**src/rtl/rtc_pkg.sv**
```systemverilog
package rtc_pkg;
    localparam int REG_W    = 32;
    localparam int ADDR_W   = 3;
    localparam int NUM_REGS = 7;

    localparam logic [ADDR_W-1:0] A_SEC    = 3'd0;
    localparam logic [ADDR_W-1:0] A_FRAC   = 3'd1;
    localparam logic [ADDR_W-1:0] A_ALM_HI = 3'd2;
    localparam logic [ADDR_W-1:0] A_ALM_LO = 3'd3;
    localparam logic [ADDR_W-1:0] A_CTRL   = 3'd4;
    localparam logic [ADDR_W-1:0] A_STAT   = 3'd5;
    localparam logic [ADDR_W-1:0] A_IEN    = 3'd6;

    // status / mask bit positions (software-visible layout)
    localparam int B_BUSY = 10;
    localparam int B_NEXT = 9;
    localparam int B_DONE = 8;
    localparam int B_ERR  = 7;
    localparam int B_ALM  = 4;
    localparam int B_NV   = 1;
    localparam int B_SV   = 0;
    // control bit
    localparam int B_RUN  = 3;
endpackage

```
**src/rtl/rtc_post_engine.sv**
```systemverilog
module rtc_post_engine #(
    parameter int WR_LAT = 4,
    parameter int AW     = 3,
    parameter int DW     = 32
) (
    input  logic          clk,
    input  logic          rst_n,
    input  logic          start_i,
    input  logic [AW-1:0] addr_i,
    input  logic [DW-1:0] data_i,
    output logic          busy_o,
    output logic          commit_o,
    output logic [AW-1:0] commit_addr_o,
    output logic [DW-1:0] commit_data_o
);
    localparam int CNT_W = (WR_LAT > 2) ? $clog2(WR_LAT) : 1;
    localparam logic [CNT_W-1:0] CNT_LOAD = CNT_W'(WR_LAT - 1);

    typedef struct packed {
        logic          busy;
        logic [CNT_W-1:0] cnt;
        logic [AW-1:0] addr;
        logic [DW-1:0] data;
    } eng_t;

    eng_t st_d, st_q;

    always_comb begin
        st_d = st_q;
        if (st_q.busy) begin
            if (st_q.cnt == '0) begin
                st_d.busy = 1'b0;
            end else begin
                st_d.cnt = st_q.cnt - 1'b1;
            end
        end else if (start_i) begin
            st_d.busy = 1'b1;
            st_d.cnt  = CNT_LOAD;
            st_d.addr = addr_i;
            st_d.data = data_i;
        end
    end

    always_ff @(posedge clk or negedge rst_n) begin
        if (!rst_n) st_q <= '0;
        else        st_q <= st_d;
    end

    assign busy_o        = st_q.busy;
    assign commit_o      = st_q.busy && (st_q.cnt == '0);
    assign commit_addr_o = st_q.addr;
    assign commit_data_o = st_q.data;

    // an accepted posted write is held with the data it was issued with
    assert_capture_R5: assert property (@(posedge clk) disable iff (!rst_n)
        (start_i && !busy_o) |=> (busy_o && commit_data_o == $past(data_i)));
    // busy ends right after the commit cycle
    assert_release_R5: assert property (@(posedge clk) disable iff (!rst_n)
        commit_o |=> !busy_o);
endmodule

```
**src/rtl/rtc_timebase.sv**
```systemverilog
module rtc_timebase #(
    parameter int DW     = 32,
    parameter int FRAC_W = 15
) (
    input  logic              clk,
    input  logic              rst_n,
    input  logic              tick_i,
    input  logic              run_i,
    input  logic              ld_sec_i,
    input  logic              ld_frac_i,
    input  logic [DW-1:0]     ld_sec_val_i,
    input  logic [FRAC_W-1:0] ld_frac_val_i,
    input  logic [2*DW-1:0]   alarm_i,
    output logic [DW-1:0]     sec_o,
    output logic [DW-1:0]     frac_word_o,
    output logic              alarm_hit_o
);
    localparam int PAD_W = DW - FRAC_W;

    typedef struct packed {
        logic              seeded;
        logic [DW-1:0]     sec;
        logic [FRAC_W-1:0] frac;
    } tb_t;

    tb_t st_d, st_q;
    logic              adv;
    logic              carry;
    logic [FRAC_W-1:0] frac_inc;
    logic [DW-1:0]     sec_inc;

    always_comb begin
        st_d        = st_q;
        alarm_hit_o = 1'b0;
        adv         = run_i && st_q.seeded && tick_i && !ld_sec_i && !ld_frac_i;
        {carry, frac_inc} = {1'b0, st_q.frac} + (FRAC_W + 1)'(1);
        sec_inc     = st_q.sec + DW'(carry);
        if (adv) begin
            st_d.frac   = frac_inc;
            st_d.sec    = sec_inc;
            alarm_hit_o = ({sec_inc, frac_inc, {PAD_W{1'b0}}} == alarm_i)
                          && (alarm_i[2*DW-1:DW] != '1);
        end
        if (ld_frac_i) st_d.frac = ld_frac_val_i;
        if (ld_sec_i) begin
            st_d.sec    = ld_sec_val_i;
            st_d.seeded = 1'b1;
        end
    end

    always_ff @(posedge clk or negedge rst_n) begin
        if (!rst_n) st_q <= '0;
        else        st_q <= st_d;
    end

    assign sec_o       = st_q.sec;
    assign frac_word_o = {st_q.frac, {PAD_W{1'b0}}};

    // frozen while not running or never seeded
    assert_frozen_R8: assert property (@(posedge clk) disable iff (!rst_n)
        (!(run_i && st_q.seeded) && !ld_sec_i && !ld_frac_i)
        |=> ($stable(st_q.sec) && $stable(st_q.frac)));
    // a wrap of the fraction carries one into the seconds
    assert_carry_R9: assert property (@(posedge clk) disable iff (!rst_n)
        (run_i && st_q.seeded && tick_i && !ld_sec_i && !ld_frac_i && (&st_q.frac))
        |=> (st_q.frac == '0 && st_q.sec == $past(st_q.sec) + 1'b1));
endmodule

```
**src/rtl/rtc_regblk.sv**
```systemverilog
module rtc_regblk
    import rtc_pkg::*;
#(
    parameter int WR_LAT = 4,
    parameter int FRAC_W = 15
) (
    input  logic              clk,
    input  logic              rst_n,
    input  logic              bus_we,
    input  logic [ADDR_W-1:0] bus_addr,
    input  logic [REG_W-1:0]  bus_wdata,
    output logic [REG_W-1:0]  bus_rdata,
    input  logic              tick,
    output logic              irq
);
    typedef struct packed {
        logic [REG_W-1:0] alm_hi;
        logic [REG_W-1:0] alm_lo;
        logic             run;
        logic [3:0]       ien;   // {next, done, err, alm}
        logic             done;
        logic             err;
        logic             alm;
        logic             nv;
        logic             sv;
    } regs_t;

    regs_t st_d, st_q;

    logic              eng_busy, eng_commit;
    logic [ADDR_W-1:0] eng_addr;
    logic [REG_W-1:0]  eng_data;
    logic              alarm_hit;
    logic [REG_W-1:0]  sec_val, frac_word;
    logic              acc_ok, is_stat, is_ien, is_tk, reject, post_start, imm_ok;
    logic [REG_W-1:0]  stat_word;

    rtc_post_engine #(.WR_LAT(WR_LAT), .AW(ADDR_W), .DW(REG_W)) eng_i (
        .clk           (clk),
        .rst_n         (rst_n),
        .start_i       (post_start),
        .addr_i        (bus_addr),
        .data_i        (bus_wdata),
        .busy_o        (eng_busy),
        .commit_o      (eng_commit),
        .commit_addr_o (eng_addr),
        .commit_data_o (eng_data)
    );

    rtc_timebase #(.DW(REG_W), .FRAC_W(FRAC_W)) tb_i (
        .clk           (clk),
        .rst_n         (rst_n),
        .tick_i        (tick),
        .run_i         (st_q.run),
        .ld_sec_i      (eng_commit && eng_addr == A_SEC),
        .ld_frac_i     (eng_commit && eng_addr == A_FRAC),
        .ld_sec_val_i  (eng_data),
        .ld_frac_val_i (eng_data[REG_W-1 -: FRAC_W]),
        .alarm_i       ({st_q.alm_hi, st_q.alm_lo}),
        .sec_o         (sec_val),
        .frac_word_o   (frac_word),
        .alarm_hit_o   (alarm_hit)
    );

    always_comb begin
        acc_ok     = bus_we && (bus_addr < ADDR_W'(NUM_REGS));
        is_stat    = (bus_addr == A_STAT);
        is_ien     = (bus_addr == A_IEN);
        is_tk      = !is_stat && !is_ien;
        reject     = acc_ok && ((st_q.nv && !is_stat) || (is_tk && eng_busy));
        post_start = acc_ok && is_tk && !reject;
        imm_ok     = acc_ok && !is_tk && !reject;

        st_d = st_q;
        if (acc_ok) st_d.done = 1'b0;
        if (reject) st_d.err  = 1'b1;
        if (imm_ok && is_stat) begin
            if (bus_wdata[B_ERR]) st_d.err = 1'b0;
            if (bus_wdata[B_ALM]) st_d.alm = 1'b0;
            if (bus_wdata[B_SV])  st_d.sv  = 1'b0;
            if (bus_wdata[B_NV] && bus_wdata[B_SV]) st_d.nv = 1'b0;
        end
        if (imm_ok && is_ien) begin
            st_d.ien = {bus_wdata[B_NEXT], bus_wdata[B_DONE],
                        bus_wdata[B_ERR], bus_wdata[B_ALM]};
        end
        if (imm_ok) st_d.done = 1'b1;
        if (eng_commit) begin
            st_d.done = 1'b1;
            case (eng_addr)
                A_ALM_HI: st_d.alm_hi = eng_data;
                A_ALM_LO: st_d.alm_lo = eng_data;
                A_CTRL:   st_d.run    = eng_data[B_RUN];
                default:  ;
            endcase
        end
        if (alarm_hit) st_d.alm = 1'b1;
    end

    always_ff @(posedge clk or negedge rst_n) begin
        if (!rst_n) begin
            st_q    <= '0;
            st_q.nv <= 1'b1;
        end else begin
            st_q <= st_d;
        end
    end

    always_comb begin
        stat_word         = '0;
        stat_word[B_BUSY] = eng_busy;
        stat_word[B_NEXT] = !eng_busy;
        stat_word[B_DONE] = st_q.done;
        stat_word[B_ERR]  = st_q.err;
        stat_word[B_ALM]  = st_q.alm;
        stat_word[B_NV]   = st_q.nv;
        stat_word[B_SV]   = st_q.sv;

        bus_rdata = '0;
        case (bus_addr)
            A_SEC:    bus_rdata = sec_val;
            A_FRAC:   bus_rdata = frac_word;
            A_ALM_HI: bus_rdata = st_q.alm_hi;
            A_ALM_LO: bus_rdata = st_q.alm_lo;
            A_CTRL:   bus_rdata[B_RUN] = st_q.run;
            A_STAT:   bus_rdata = stat_word;
            A_IEN: begin
                bus_rdata[B_NEXT] = st_q.ien[3];
                bus_rdata[B_DONE] = st_q.ien[2];
                bus_rdata[B_ERR]  = st_q.ien[1];
                bus_rdata[B_ALM]  = st_q.ien[0];
            end
            default:  bus_rdata = '0;
        endcase

        irq = (st_q.ien[3] && !eng_busy) || (st_q.ien[2] && st_q.done)
           || (st_q.ien[1] && st_q.err)  || (st_q.ien[0] && st_q.alm);
    end

    // writes other than to status are refused while invalid
    assert_nv_blocks_R3: assert property (@(posedge clk) disable iff (!rst_n)
        (bus_we && bus_addr != A_STAT && bus_addr < ADDR_W'(NUM_REGS) && st_q.nv)
        |=> st_q.err);
    // invalid state leaves only through the paired status write
    assert_nv_sticky_R4: assert property (@(posedge clk) disable iff (!rst_n)
        (st_q.nv && !(bus_we && bus_addr == A_STAT && bus_wdata[B_NV] && bus_wdata[B_SV]))
        |=> st_q.nv);
    // every valid write leaves busy, complete or error behind it
    assert_write_acked_R7: assert property (@(posedge clk) disable iff (!rst_n)
        (bus_we && bus_addr < ADDR_W'(NUM_REGS)) |=> (st_q.done || st_q.err || eng_busy));
    // all-ones alarm high word never raises the alarm
    assert_alarm_off_R10: assert property (@(posedge clk) disable iff (!rst_n)
        (st_q.alm_hi == '1 && !st_q.alm) |=> !st_q.alm);
endmodule

```
**config.mk**
```make
export PLATFORM = sky130hd
export DESIGN_NAME = rtc_regblk
export DESIGN_NICKNAME = d
export VERILOG_FILES = /design/src/rtl/rtc_pkg.sv /design/src/rtl/rtc_post_engine.sv /design/src/rtl/rtc_timebase.sv /design/src/rtl/rtc_regblk.sv
export SDC_FILE = /design/constraint.sdc
export NUM_CORES = 1
export LEC_CHECK = 0
export ABC_AREA = 1
export ABC_CLOCK_PERIOD_IN_PS = 8490
export BUFFER_PORTS_ARGS = -buffer_cell sky130_fd_sc_hd__buf_2
export CORE_ASPECT_RATIO = 1.75
export CORE_MARGIN = 2
export CORE_UTILIZATION = 42
export DETAILED_ROUTE_END_ITERATION = 10
export PLACE_DENSITY = 0.56
export SLEW_MARGIN = 40
export SYNTH_ARGS = -nofsm -noshare
export SYNTH_HDL_FRONTEND = slang
export SYNTH_SLANG_ARGS = --single-unit
```
**constraint.sdc**
```tcl
create_clock -name clk -period 8.49 [get_ports clk]
set_clock_uncertainty 0.2 [all_clocks]
set_input_delay 1.698 -clock clk [delete_from_list [all_inputs] [get_ports clk]]
set_output_delay 1.698 -clock clk [all_outputs]
set_load 0.005 [all_outputs]
```
After elaboration in Yosys (flattened, before gate mapping). Cells that the tools add are included.

Bits in registers: 159. Bits of input ports: 39. Word-level logic and storage cells: 107. Output and inout port bits: 33.

Eq/ne operators: 13. Magnitude comparators: 1. Mux-type cells: 23. Add/sub/neg operators: 3. Bitwise logic cells: 1. Reductions and logical operators: 51.

Operator list (number): 22-bit one-hot mux with 5 select lines (1); 64-bit == test (1); 47-bit 2-to-1 mux (1); 38-bit 2-to-1 mux (1); 32-bit by 1-bit adder with 32-bit output (1); 32-bit 2-to-1 mux (1); 32-bit inequality test, second input constant (1); 1-bit logical AND (24); 15-bit by 1-bit adder with 16-bit output, second input constant (1); 15-bit 2-to-1 mux (1); 3-bit one-hot mux with 5 select lines (1); 2-bit AND reduction (7); 3-bit by 2-bit == test with 1-bit output, second input constant (4); 3-bit == test, second input constant (4); 3-bit one-hot mux with 4 select lines (1); 1-bit 2-to-1 mux (10); 2-bit nonzero test (5); 1-bit logical NOT (7); 3-bit by 1-bit == test with 1-bit output, second input constant (2); 3-bit logical NOT (2); 2-bit one-hot mux with 3 select lines (1); 1-bit one-hot mux with 5 select lines (1); 1-bit logical OR (4); 4-bit 2-to-1 mux (1); 9 further kinds (9).

Depth between registers and ports, before layout. Gate-level depths: netlist of the first run.

Depth after elaboration: 11. Gate-level depth with buffers: 24. Gate-level depth less buffers: 24.

By module. A second synthesis of the first run with hierarchy kept.

Cell total of the unflattened synthesis: 1569. Area total of the unflattened synthesis: 10654.0 um2.

By module, submodules not included: rtc_timebase (seq. area each 1201.2 um2, area each 5071.1 um2, cells an instance 845, instances 1); rtc_regblk (seq. area each 1828.0 um2, area each 3773.6 um2, cells an instance 516, instances 1); rtc_post_engine (seq. area each 950.9 um2, area each 1809.2 um2, cells an instance 208, instances 1).

Least setup slack after synthesis of the first run. Ideal clock, no wire load.

Path type: input to output. Start: input bus_addr[1]. End: output bus_rdata[0]. Data arrival time: 2.693 ns. Path slack: 3.899 ns. Data required time: 6.592 ns. Cell stages on the path: 6. Cells stage by stage: inv_1 nor3_1 inv_1 clkbuf_1 buf_1 o211ai_1.

Word-level cells in the longest chain between the ends: 2. Elaborated cells on any way between the ends: 5. Classes of those cells: eq/ne: 3; mux: 1; reduce/logical: 1.

Ends and longest elaborated chain: start: declaration (line rtc_regblk.sv:10) `input logic [ADDR_W-1:0] bus_addr,`; 3-bit == test (tied with other cells) (line rtc_regblk.sv:120) `case (bus_addr)`; 3-bit one-hot mux with 4 select lines * (line rtc_regblk.sv:120); end: declaration (line rtc_regblk.sv:12) `output logic [REG_W-1:0] bus_rdata,`.

Mark *: on every way between the ends. The rest lies on a longest branch, timed or not.

Worst setup path after layout of the first run.
Start: input bus_addr[2]. End: output bus_rdata[8].

Word-level cells in the longest chain between the ends: 2. Elaborated cells on any way between the ends: 6. Classes of those cells: eq/ne: 4; mux: 1; reduce/logical: 1.

Ends and longest elaborated chain (line): 3-bit == test (tied with other cells) (rtc_regblk.sv:120); 3-bit one-hot mux with 5 select lines * (rtc_regblk.sv:120).

Marked as above.

==> impl_metrics.tcl, run 1 <==
set metrics [dict create \
    drcViolationCount 0 \
    synth.avg_cell_area_um2 7.013 \
    synth_top_family_by_area "simple AND/OR/NAND/NOR gates" \
    start_util_pct 42.48 \
    relSlewSlack_pct 41.85 \
    grt-ovfl-total 0 \
    critPathMaxStageDelay_ps 490 \
    synth_fa_ha_area_share_pct 0.5382 \
    die_y_um 200.8 \
    clkPwrFrac_pct 24.3 \
    fin_crit_ps 5303 \
    rr_worst_depth 20 \
    ios 72 \
    rsz0062_at_grt "false" \
    end_kind "primary output" \
    crit_family "buffers and inverters" \
    power_frac_comb_pct 36.3 \
    period_share_pct 62.46 \
    finalSetupTns_ps 0 \
    critPathMaxFanout 18 \
    power.static_leakage_nw 5.039 \
    synth_fp_nets 1369 \
    drtAntennaViolNets 0 \
    placementRows 72 \
    die_area_mm2 0.02339 \
    grt_pass1_vias 9122 \
    diodes 0 \
    dpl_cell_area_mm2 0.009983 \
    crit_path_top_delay_cell "nand2_1" \
    min_delay_path_depth 1 \
    via_count 9160 \
    hold_ws_ps 260.4 \
    tightestPinTransition_ps 870.3 \
    intPower_w 0.002029 \
    place_congestion 1.033 \
    power_density_mw_per_mm2 337.6 \
    worstPathArrival_ps 3410 \
    yosysWarningCount 0 \
    cap_violations 0 \
    post_cts_buffers 0 \
    antenna_found_initial 0 \
    firstDrtPassIters 5 \
    fmax_mhz 188.6 \
    synth_xor_xnor_area_share_pct 0 \
    synth_seq_cells 159 \
    cts_resized 0 \
    ys_types 40 \
    cts_buffers 17 \
    cts_tree "yes" \
    wirelength_mm 33.07 \
    clock_path_buffers 2 \
    crit_required_ps 6590 \
    final_nets 1427 \
    start_kind "input pin" \
    slew_viol_final 0 \
    path_cells "buf_2, inv_1, nand2_1, buf_4, o22ai_1, a221oi_1, nand2_1, buf_2" \
    path_class "input pin to primary output" \
    layout_commonest_cell "nand2_1" \
    area_growth_pct 14.60 \
    peakVddDrop_v 0.0001854 \
    status "complete, no violations" \
    synth_area_mm2 0.009299 \
    switching_share_pct 43.60 \
    stdcell_area_mm2 0.01066 \
    layout-drive-gt1-share_pct 10.52 \
    p_sw_w 0.001568 \
    clk_transition_reported_paths_ps 70 \
    htreeDepth 4 \
    setup_viol 0 \
    grt_usage_pct 29.39 \
    layout_common_cells "447 x nand2_1, 166 x inv_1, 158 x dfrtp_1" \
    crit_cells 8 \
    cts_root_buf "clkbuf_16" \
    power_frac_seq_pct 39.4 \
    synth_compound_area_share_pct 16.85 \
    synthSimpleGateAreaFrac_pct 31.16 \
    ys_seq_area_share_pct 42.80 \
    finalHoldViolCount 0 \
    grt_pass1_wl_mm 51.28 \
    vias_per_cell 5.411 \
    hold_buffers 0 \
    grt_max_degree 72 \
    wl_per_cell_um 19.53 \
    synth_mux_area_share_pct 0 \
    core_mm2 0.02189 \
    hold_path.class "register to register" \
    io_buffers 71 \
    die_w_um 116.5 \
    critPathBufInv 4 \
    clk_latency_ps 440 \
    first_iter_violations 708 \
    cts_sinks 159 \
    synth_cells 1326 \
    hpwl_mm 24.83 \
]
-- state kept, by name (all words and copies together), names as in the netlist --
| signal | count |
|---|---|
| tb_i.st_q | 1 |
| eng_i.st_q | 2 |
| eng_i.busy_o | 1 |
| eng_i.commit_addr_o | 3 |
| eng_i.commit_data_o | 32 |
| tb_i.frac_word_o | 15 |
| tb_i.sec_o | 32 |
| st_q | 73 |
-- cell usage after synthesis --
| cell | n | share of area, % |
|---|---|---|
| a221oi_1 | 2 | 0.19 |
| and2_1 | 1 | 0.067 |
| nor3_1 | 7 | 0.38 |
| o211ai_1 | 6 | 0.48 |
| nor2_2 | 3 | 0.20 |
| a221o_1 | 1 | 0.11 |
| and3_1 | 1 | 0.067 |
| a31oi_1 | 1 | 0.067 |
| nor2_4 | 5 | 0.61 |
| o221ai_1 | 38 | 3.6 |
| o21ai_0 | 143 | 7.7 |
| ha_1 | 4 | 0.54 |
| nand3_2 | 1 | 0.11 |
| o22ai_1 | 18 | 1.2 |
| a21oi_1 | 24 | 1.3 |
| a21oi_2 | 1 | 0.094 |
| o21a_1 | 1 | 0.081 |
| dfrtp_1 | 158 | 43 |
| clkbuf_1 | 32 | 1.3 |
| nor3_4 | 1 | 0.17 |
| nand2_4 | 1 | 0.12 |
| nand4_1 | 10 | 0.67 |
| clkinv_1 | 3 | 0.12 |
| o21ai_1 | 6 | 0.32 |
| buf_1 | 1 | 0.040 |
| nand3_1 | 89 | 4.8 |
| nand3b_1 | 5 | 0.40 |
| inv_1 | 166 | 6.7 |
| nor2_8 | 2 | 0.43 |
| nor4_1 | 1 | 0.067 |
| nand2_1 | 448 | 18 |
| a22oi_1 | 19 | 1.5 |
| nor3_2 | 1 | 0.11 |
| o2111ai_1 | 2 | 0.19 |
| or2_2 | 5 | 0.34 |
| dfstp_2 | 1 | 0.28 |
| buf_2 | 7 | 0.38 |
| nor2_1 | 101 | 4.1 |
| nand2_2 | 7 | 0.47 |
| inv_2 | 3 | 0.12 |
-- cell type report --
type	count	area [µm²]
fillers	2279	11230
clock buffers	19	452.9
multi-input cells	955	4549
flip-flops and latches	159	3980
repair buffers	79	445.4
inverters	172	648.1
clock inverters	13	210.2
well taps	296	370.4
-- per-layer routing --
layer  GRT usage, %  wire, µm  vias to the layer above
met1          33.43     12480                     4323
met5              0         0                        -
met4          16.54      1869                        0
li1               -         -                     4457
met2          51.89     17350                      294
met3          3.563      1372                       86
-- final timing paths --
path / startpoint / slack (ps) / to
max: bus_addr[2] / 3190 / bus_rdata[8]
min: tb_i.st_q[47]$_DFFE_PN0P_ / 260 / tb_i.st_q[47]$_DFFE_PN0P_
max reg2reg: tb_i.frac_word_o[21]$_DFFE_PN0P_ / 4200 / st_q[2]$_DFFE_PN0P_
min reg2reg: tb_i.st_q[47]$_DFFE_PN0P_ / 260 / tb_i.st_q[47]$_DFFE_PN0P_
max in group asynchronous: rst_n / 6130 / tb_i.frac_word_o[29]$_DFFE_PN0P_
min in group asynchronous: rst_n / 950 / eng_i.commit_data_o[11]$_DFFE_PN0P_
-- power by group through the flow --
| stage | Clock [W] | Combinational (W) | Sequential [W] |
|---|---|---|---|
| 3_5_place_dp | 0 | 0.00130 | 0.00142 |
| 2_1_floorplan | 0 | 0.000897 | 0.00128 |
| 4_1_cts | 0.000888 | 0.00130 | 0.00141 |
| 3_3_place_gp | 0 | 0.00128 | 0.00142 |
| 6_report | 0.000875 | 0.00130 | 0.00142 |
| 5_1_grt | 0.000914 | 0.00148 | 0.00145 |
-- kinds of logic after synthesis --
logic type      Yosys count
flops                   159
compound gates          262
simple gates            689
fa+ha+maj                 4
buf+inv                 212
-- metrics by stage --
step                      worst slack [ps]  utilization (%)  total power [W]  cells
after detailed placement              3222            45.60         0.002715   1661
after CTS                             3217            48.63         0.003599   1693
final                                 3187            48.68         0.003597   1693
after global placement                3267            45.40         0.002694   1660
after floorplan                       3899                -         0.002176   1326
after global routing                  3092            48.68         0.003851   1693
Note: power is estimated with default switching activity, not from simulation.
==> run 2: changes to the inputs <==
--- a/config.mk
+++ b/config.mk
@@ -6,7 +6,7 @@
 export NUM_CORES = 1
 export LEC_CHECK = 0
 export ABC_AREA = 1
-export ABC_CLOCK_PERIOD_IN_PS = 8490
+export ABC_CLOCK_PERIOD_IN_PS = 5600
 export BUFFER_PORTS_ARGS = -buffer_cell sky130_fd_sc_hd__buf_2
 export CORE_ASPECT_RATIO = 1.75
 export CORE_MARGIN = 2
==> constraint.sdc (replaced) <==
create_clock -name clk -period 5.6 [get_ports clk]
set_clock_uncertainty 0.2 [all_clocks]
set_input_delay 1.12 -clock clk [delete_from_list [all_inputs] [get_ports clk]]
set_output_delay 1.12 -clock clk [all_outputs]
set_load 0.005 [all_outputs]
==> run 2 against run 1 <==
Highest routed layer unchanged. Largest power group unchanged. Sequential share of layout area up 0.12 points. Worst setup slack got worse by 2000 ps. Via count grew 1.4%. Critical endpoint is now bus_rdata[12]. Hold slack improved by 10 ps. Combinational power grew 53%. Clock power increased by 47%. Count of clock-buffer cells in the layout shrank 2. Critical path depth decreased by 1. Die area unchanged. Utilization down 0.16 points.
==> impl_metrics.tcl, run 2 (synthesized netlist as in run 1, its figures left out) <==
set metrics [dict create \
    status "complete, no violations" \
    top_layer "met4" \
    post_cts_buffers 0 \
    ios 72 \
    cts_resized 0 \
    cap_violations 0 \
    clk_transition_reported_paths_ps 70 \
    finalSetupTns_ps 0 \
    first_iter_violations 777 \
    area_growth_pct 14.22 \
    crit_path_top_delay_cell "inv_1" \
    path_cells "buf_2, inv_1, nor3_1, inv_1, buf_4, o221ai_1, buf_2" \
    period_share_pct 78.22 \
    wirelength_mm 34.13 \
    drtAntennaViolNets 0 \
    hold_start "tb_i.st_q[47]$_DFFE_PN0P_" \
    cts_sinks 159 \
    via_count 9286 \
    fill_cells 2281 \
    worstReg2RegEnd "st_q[2]$_DFFE_PN0P_" \
    final.setup.worst_slack_ps 1220 \
    cts_root_buf "clkbuf_16" \
    min_to "tb_i.st_q[47]$_DFFE_PN0P_" \
    min_delay_path_depth 1 \
    placementRows 72 \
    die_w_um 116.5 \
    diodes 0 \
    wl_met1_mm 12.44 \
    relSlewSlack_pct 44.48 \
    fin_crit_ps 4380 \
    wl_met3_mm 1.663 \
    vias_per_cell 5.485 \
    clk_latency_ps 450 \
    grt_usage_pct 30.22 \
    start_kind "input pin" \
    setup_viol 0 \
    end_kind "primary output" \
    largest_reg_flops 73 \
    fmax_mhz 228.3 \
    r2r-start "tb_i.frac_word_o[20]$_DFFE_PN0P_" \
    hold_path.class "register to register" \
    finalHoldViolCount 0 \
    rrSetupSlack_ps 1740 \
    layout_commonest_cell "nand2_1" \
    worstPathArrival_ps 3060 \
    regMostFlops "st_q" \
    grt-ovfl-total 0 \
    layout_common_cells "447 x nand2_1, 166 x inv_1, 158 x dfrtp_1" \
    drcViolationCount 0 \
    hpwl_mm 25.74 \
    cts_tree "yes" \
    cts_buffers 17 \
    start_util_pct 42.48 \
    antenna_found_initial 0 \
    firstDrtPassIters 6 \
    grt_max_degree 90 \
    power_density_mw_per_mm2 513.0 \
    core_mm2 0.02189 \
    io_buffers 71 \
    layout-drive-gt1-share_pct 10.45 \
    wl_met2_mm 17.72 \
    die_area_mm2 0.02339 \
    crit_required_ps 4280 \
    die_y_um 200.8 \
    htreeDepth 4 \
    final_nets 1427 \
    place_congestion 1.022 \
    critPathMaxFanout 16 \
    grt_pass1_vias 9187 \
    dpl_worst_slack_ps 1285 \
    rsz0062_at_grt "false" \
    peakVddDrop_v 0.0003438 \
    slew_viol_final 0 \
    clock_path_buffers 2 \
    critPathMaxStageDelay_ps 430 \
    wl_per_cell_um 20.16 \
    power.static_leakage_nw 5.034 \
    grt_pass1_wl_mm 52.25 \
    hold_buffers 0 \
    path_class "input pin to primary output" \
    tightestPinTransition_ps 830.5 \
    rr_worst_depth 22 \
]
==> run 2: worst max path at each step <==
stage	to	cells past startpoint	start	slack, ps
floorplan	bus_rdata[0]	6	bus_addr[1]	2160
global placement	bus_rdata[17]	9	bus_addr[1]	1300
finish	bus_rdata[12]	7	bus_addr[1]	1220
detailed placement	bus_rdata[18]	9	bus_addr[1]	1290
CTS	bus_rdata[18]	9	bus_addr[1]	1280
global route	bus_rdata[4]	9	bus_addr[1]	1010
==> run 2: power breakdown <==
group / internal, W / switching [W]
logic: 0.000651 / 0.00133
registers: 0.00161 / 0.000558
clock network: 0.000788 / 0.000507
total: 0.00305 / 0.00240
==> run 2: stage by stage <==
step	instances	hold WS [ps]	utilization (%)	power (W)	area, µm²
final	1693	270.8	48.52	0.005449	10620
after global routing	1693	286.8	48.52	0.005816	10620
after CTS	1693	274.0	48.49	0.005454	10610
after detailed placement	1661	257.0	45.54	0.004138	9970
after global placement	1661	247.5	45.50	0.004120	9960
after floorplan	1326	230.8	-	0.003299	9299
==> run 2: final cells by class <==
cell class	instances	area, µm²	share of cell area [%]
Multi-Input combinational cell	955	4544	42.78
Sequential cell	159	3980	37.47
Inverter	172	648.1	6.102
Timing Repair Buffer	79	434.2	4.088
Clock buffer	17	425.4	4.005
Tap cell	296	370.4	3.487
Clock inverter	15	219.0	2.061
==> run 2: per-layer routing <==
metal | GRT usage [%] | vias up
met5 | 0 | -
met4 | 20.03 | 0
met3 | 4.650 | 111
met2 | 52.76 | 380
met1 | 32.90 | 4331
li1 | - | 4464
==> run 2: critical path: cells and delay by family <==
kind	cells	cell delay, ps
AOI/OAI and AO/OA	1	330
buffers and inverters	5	1170
and+or+nand+nor	1	420
==> run 3: changes to the inputs <==
--- a/config.mk
+++ b/config.mk
@@ -6,7 +6,7 @@
 export NUM_CORES = 1
 export LEC_CHECK = 0
 export ABC_AREA = 1
-export ABC_CLOCK_PERIOD_IN_PS = 5600
+export ABC_CLOCK_PERIOD_IN_PS = 4400
 export BUFFER_PORTS_ARGS = -buffer_cell sky130_fd_sc_hd__buf_2
 export CORE_ASPECT_RATIO = 1.75
 export CORE_MARGIN = 2
==> constraint.sdc (replaced) <==
create_clock -name clk -period 4.4 [get_ports clk]
set_clock_uncertainty 0.2 [all_clocks]
set_input_delay 0.88 -clock clk [delete_from_list [all_inputs] [get_ports clk]]
set_output_delay 0.88 -clock clk [all_outputs]
set_load 0.005 [all_outputs]
==> run 3 against run 2 <==
Combinational power rose by 31%. Cell count grew 0.59%. Largest cell class unchanged. Sequential cell count is the same. Wire length grew 7.0%. Utilization up 0.40 points. Highest routed layer unchanged. Count of clock-buffer cells in the layout up 4. Sequential share of layout area down 0.31 points. Clock power up 25%. Largest power group unchanged. Die area stayed put. Register-to-register slack lost 1200 ps. Critical path depth grew 13.
==> impl_metrics.tcl, run 3 (synthesized netlist as in run 1, its figures left out) <==
set metrics [dict create \
    crit_required_ps 4590 \
    die_y_um 200.8 \
    drcViolationCount 0 \
    cts_sinks 159 \
    setup_viol 0 \
    diodes 0 \
    critPathBufInv 2 \
    grt_pass1_wl_mm 56.13 \
    vias_per_cell 5.494 \
    path_cells "inv_1, nor2_1, nand2_1, inv_1, nand2_1, nor4_1, ha_1, ha_1, nand3_1, nor2_1, nand3_1, nand2_1, nand2_1, nand2_1, nand4_1, nor2_1, nand3_1, nor2_1, nand2_1, nand2_1" \
    power_frac_seq_pct 39.9 \
    cts_resized 0 \
    tightestPinTransition_ps 842.1 \
    critPathMaxFanout 7 \
    clkPwrFrac_pct 22.9 \
    area_growth_pct 15.16 \
    intPower_w 0.003882 \
    clk_transition_reported_paths_ps 60 \
    cap_violations 0 \
    final_nets 1438 \
    firstDrtPassIters 5 \
    finalSetupTns_ps 0 \
    finalHoldViolCount 0 \
    relSlewSlack_pct 43.73 \
    fmax_mhz 258.6 \
    cts_tree "yes" \
    worstPathArrival_ps 4060 \
    start_util_pct 42.48 \
    crit_path_top_delay_cell "dfrtp_1" \
    path_class "register to register" \
    period_share_pct 87.90 \
    hold_buffers 0 \
    cts_root_buf "clkbuf_16" \
    hold_ws_ps 262.0 \
    via_count 9356 \
    power_frac_comb_pct 37.1 \
    clk_latency_ps 450 \
    power.static_leakage_nw 5.098 \
    fin_crit_ps 3867 \
    p_sw_w 0.003131 \
    grt_max_degree 88 \
    p_total_w 0.007013 \
    end_kind "register" \
    antenna_found_initial 0 \
    largest_reg_flops 73 \
    die_area_mm2 0.02339 \
    ios 72 \
    regMostFlops "st_q" \
    grt_pass1_vias 9424 \
    grt-ovfl-total 0 \
    place_congestion 1.026 \
    wl_per_cell_um 21.44 \
    layout_common_cells "448 x nand2_1, 166 x inv_1, 158 x dfrtp_1" \
    io_buffers 71 \
    slew_viol_final 0 \
    grt_usage_pct 32.96 \
    layout-drive-gt1-share_pct 10.87 \
    utilization_pct 48.92 \
    htreeDepth 4 \
    crit_family "simple AND/OR/NAND/NOR gates" \
    peakVddDrop_v 0.0003551 \
    rsz0062_at_grt "false" \
    cts_buffers 17 \
    first_iter_violations 706 \
    crit_top_cell "nand2_1" \
    die_w_um 116.5 \
    start_kind "register" \
    placementRows 72 \
    critPathMaxStageDelay_ps 450 \
    core_mm2 0.02189 \
    clock_path_buffers 2 \
    wirelength_mm 36.52 \
    hold_path.class "register to register" \
    post_cts_buffers 0 \
    status "complete, no violations" \
    layout_commonest_cell "nand2_1" \
    hpwl_mm 28.09 \
    power_density_mw_per_mm2 654.9 \
    drtAntennaViolNets 0 \
    switching_share_pct 44.65 \
]
==> run 3: final cells by class <==
class                           count  area (µm²)
Tap cell                          296       370.4
Timing Repair Buffer               90       551.8
Inverter                          172       648.1
Sequential cell                   159        3980
Multi-Input combinational cell    955        4537
Fill cell                        2329       11180
Clock buffer                       21       460.4
Clock inverter                     10       161.4
==> run 3: per-layer routing <==
| layer | part of all wire (%) | global-route usage, % | vias up |
|---|---|---|---|
| li1 | - | - | 4483 |
| met1 | 36 | 35.59 | 4409 |
| met4 | 8.1 | 24.06 | 0 |
| met5 | 0 | 0 | - |
| met2 | 52 | 56.77 | 338 |
| met3 | 4.3 | 5.072 | 126 |
==> run 3: path summary, 6_finish.rpt <==
path / from / endpoint / slack, ps / depth (start not counted)
max reg2reg: tb_i.frac_word_o[17]$_DFFE_PN0P_ / st_q[2]$_DFFE_PN0P_ / 530 / 20
max: tb_i.frac_word_o[17]$_DFFE_PN0P_ / st_q[2]$_DFFE_PN0P_ / 530 / 20
min: tb_i.st_q[47]$_DFFE_PN0P_ / tb_i.st_q[47]$_DFFE_PN0P_ / 260 / 1
min reg2reg: tb_i.st_q[47]$_DFFE_PN0P_ / tb_i.st_q[47]$_DFFE_PN0P_ / 260 / 1
min in group asynchronous: rst_n / eng_i.commit_data_o[15]$_DFFE_PN0P_ / 300 / 1
max in group asynchronous: rst_n / eng_i.commit_data_o[26]$_DFFE_PN0P_ / 2960 / 2
==> run 3: power by group through the flow <==
stage | Clock, W | Sequential [W] | Combinational (W)
after detailed placement | 0 | 0.00280 | 0.00259
after global placement | 0 | 0.00281 | 0.00256
after CTS | 0.00163 | 0.00278 | 0.00260
final | 0.00161 | 0.00280 | 0.00260
after global routing | 0.00169 | 0.00286 | 0.00295
after floorplan | 0 | 0.00247 | 0.00173
==> run 3: per-stage QoR <==
step	worst slack [ps]	area, µm²	std cells
floorplan	1445	9299	1326
global placement	696.1	10050	1671
detailed placement	605.4	10080	1672
CTS	574.6	10710	1703
global route	281.0	10710	1703
finish	532.6	10710	1703
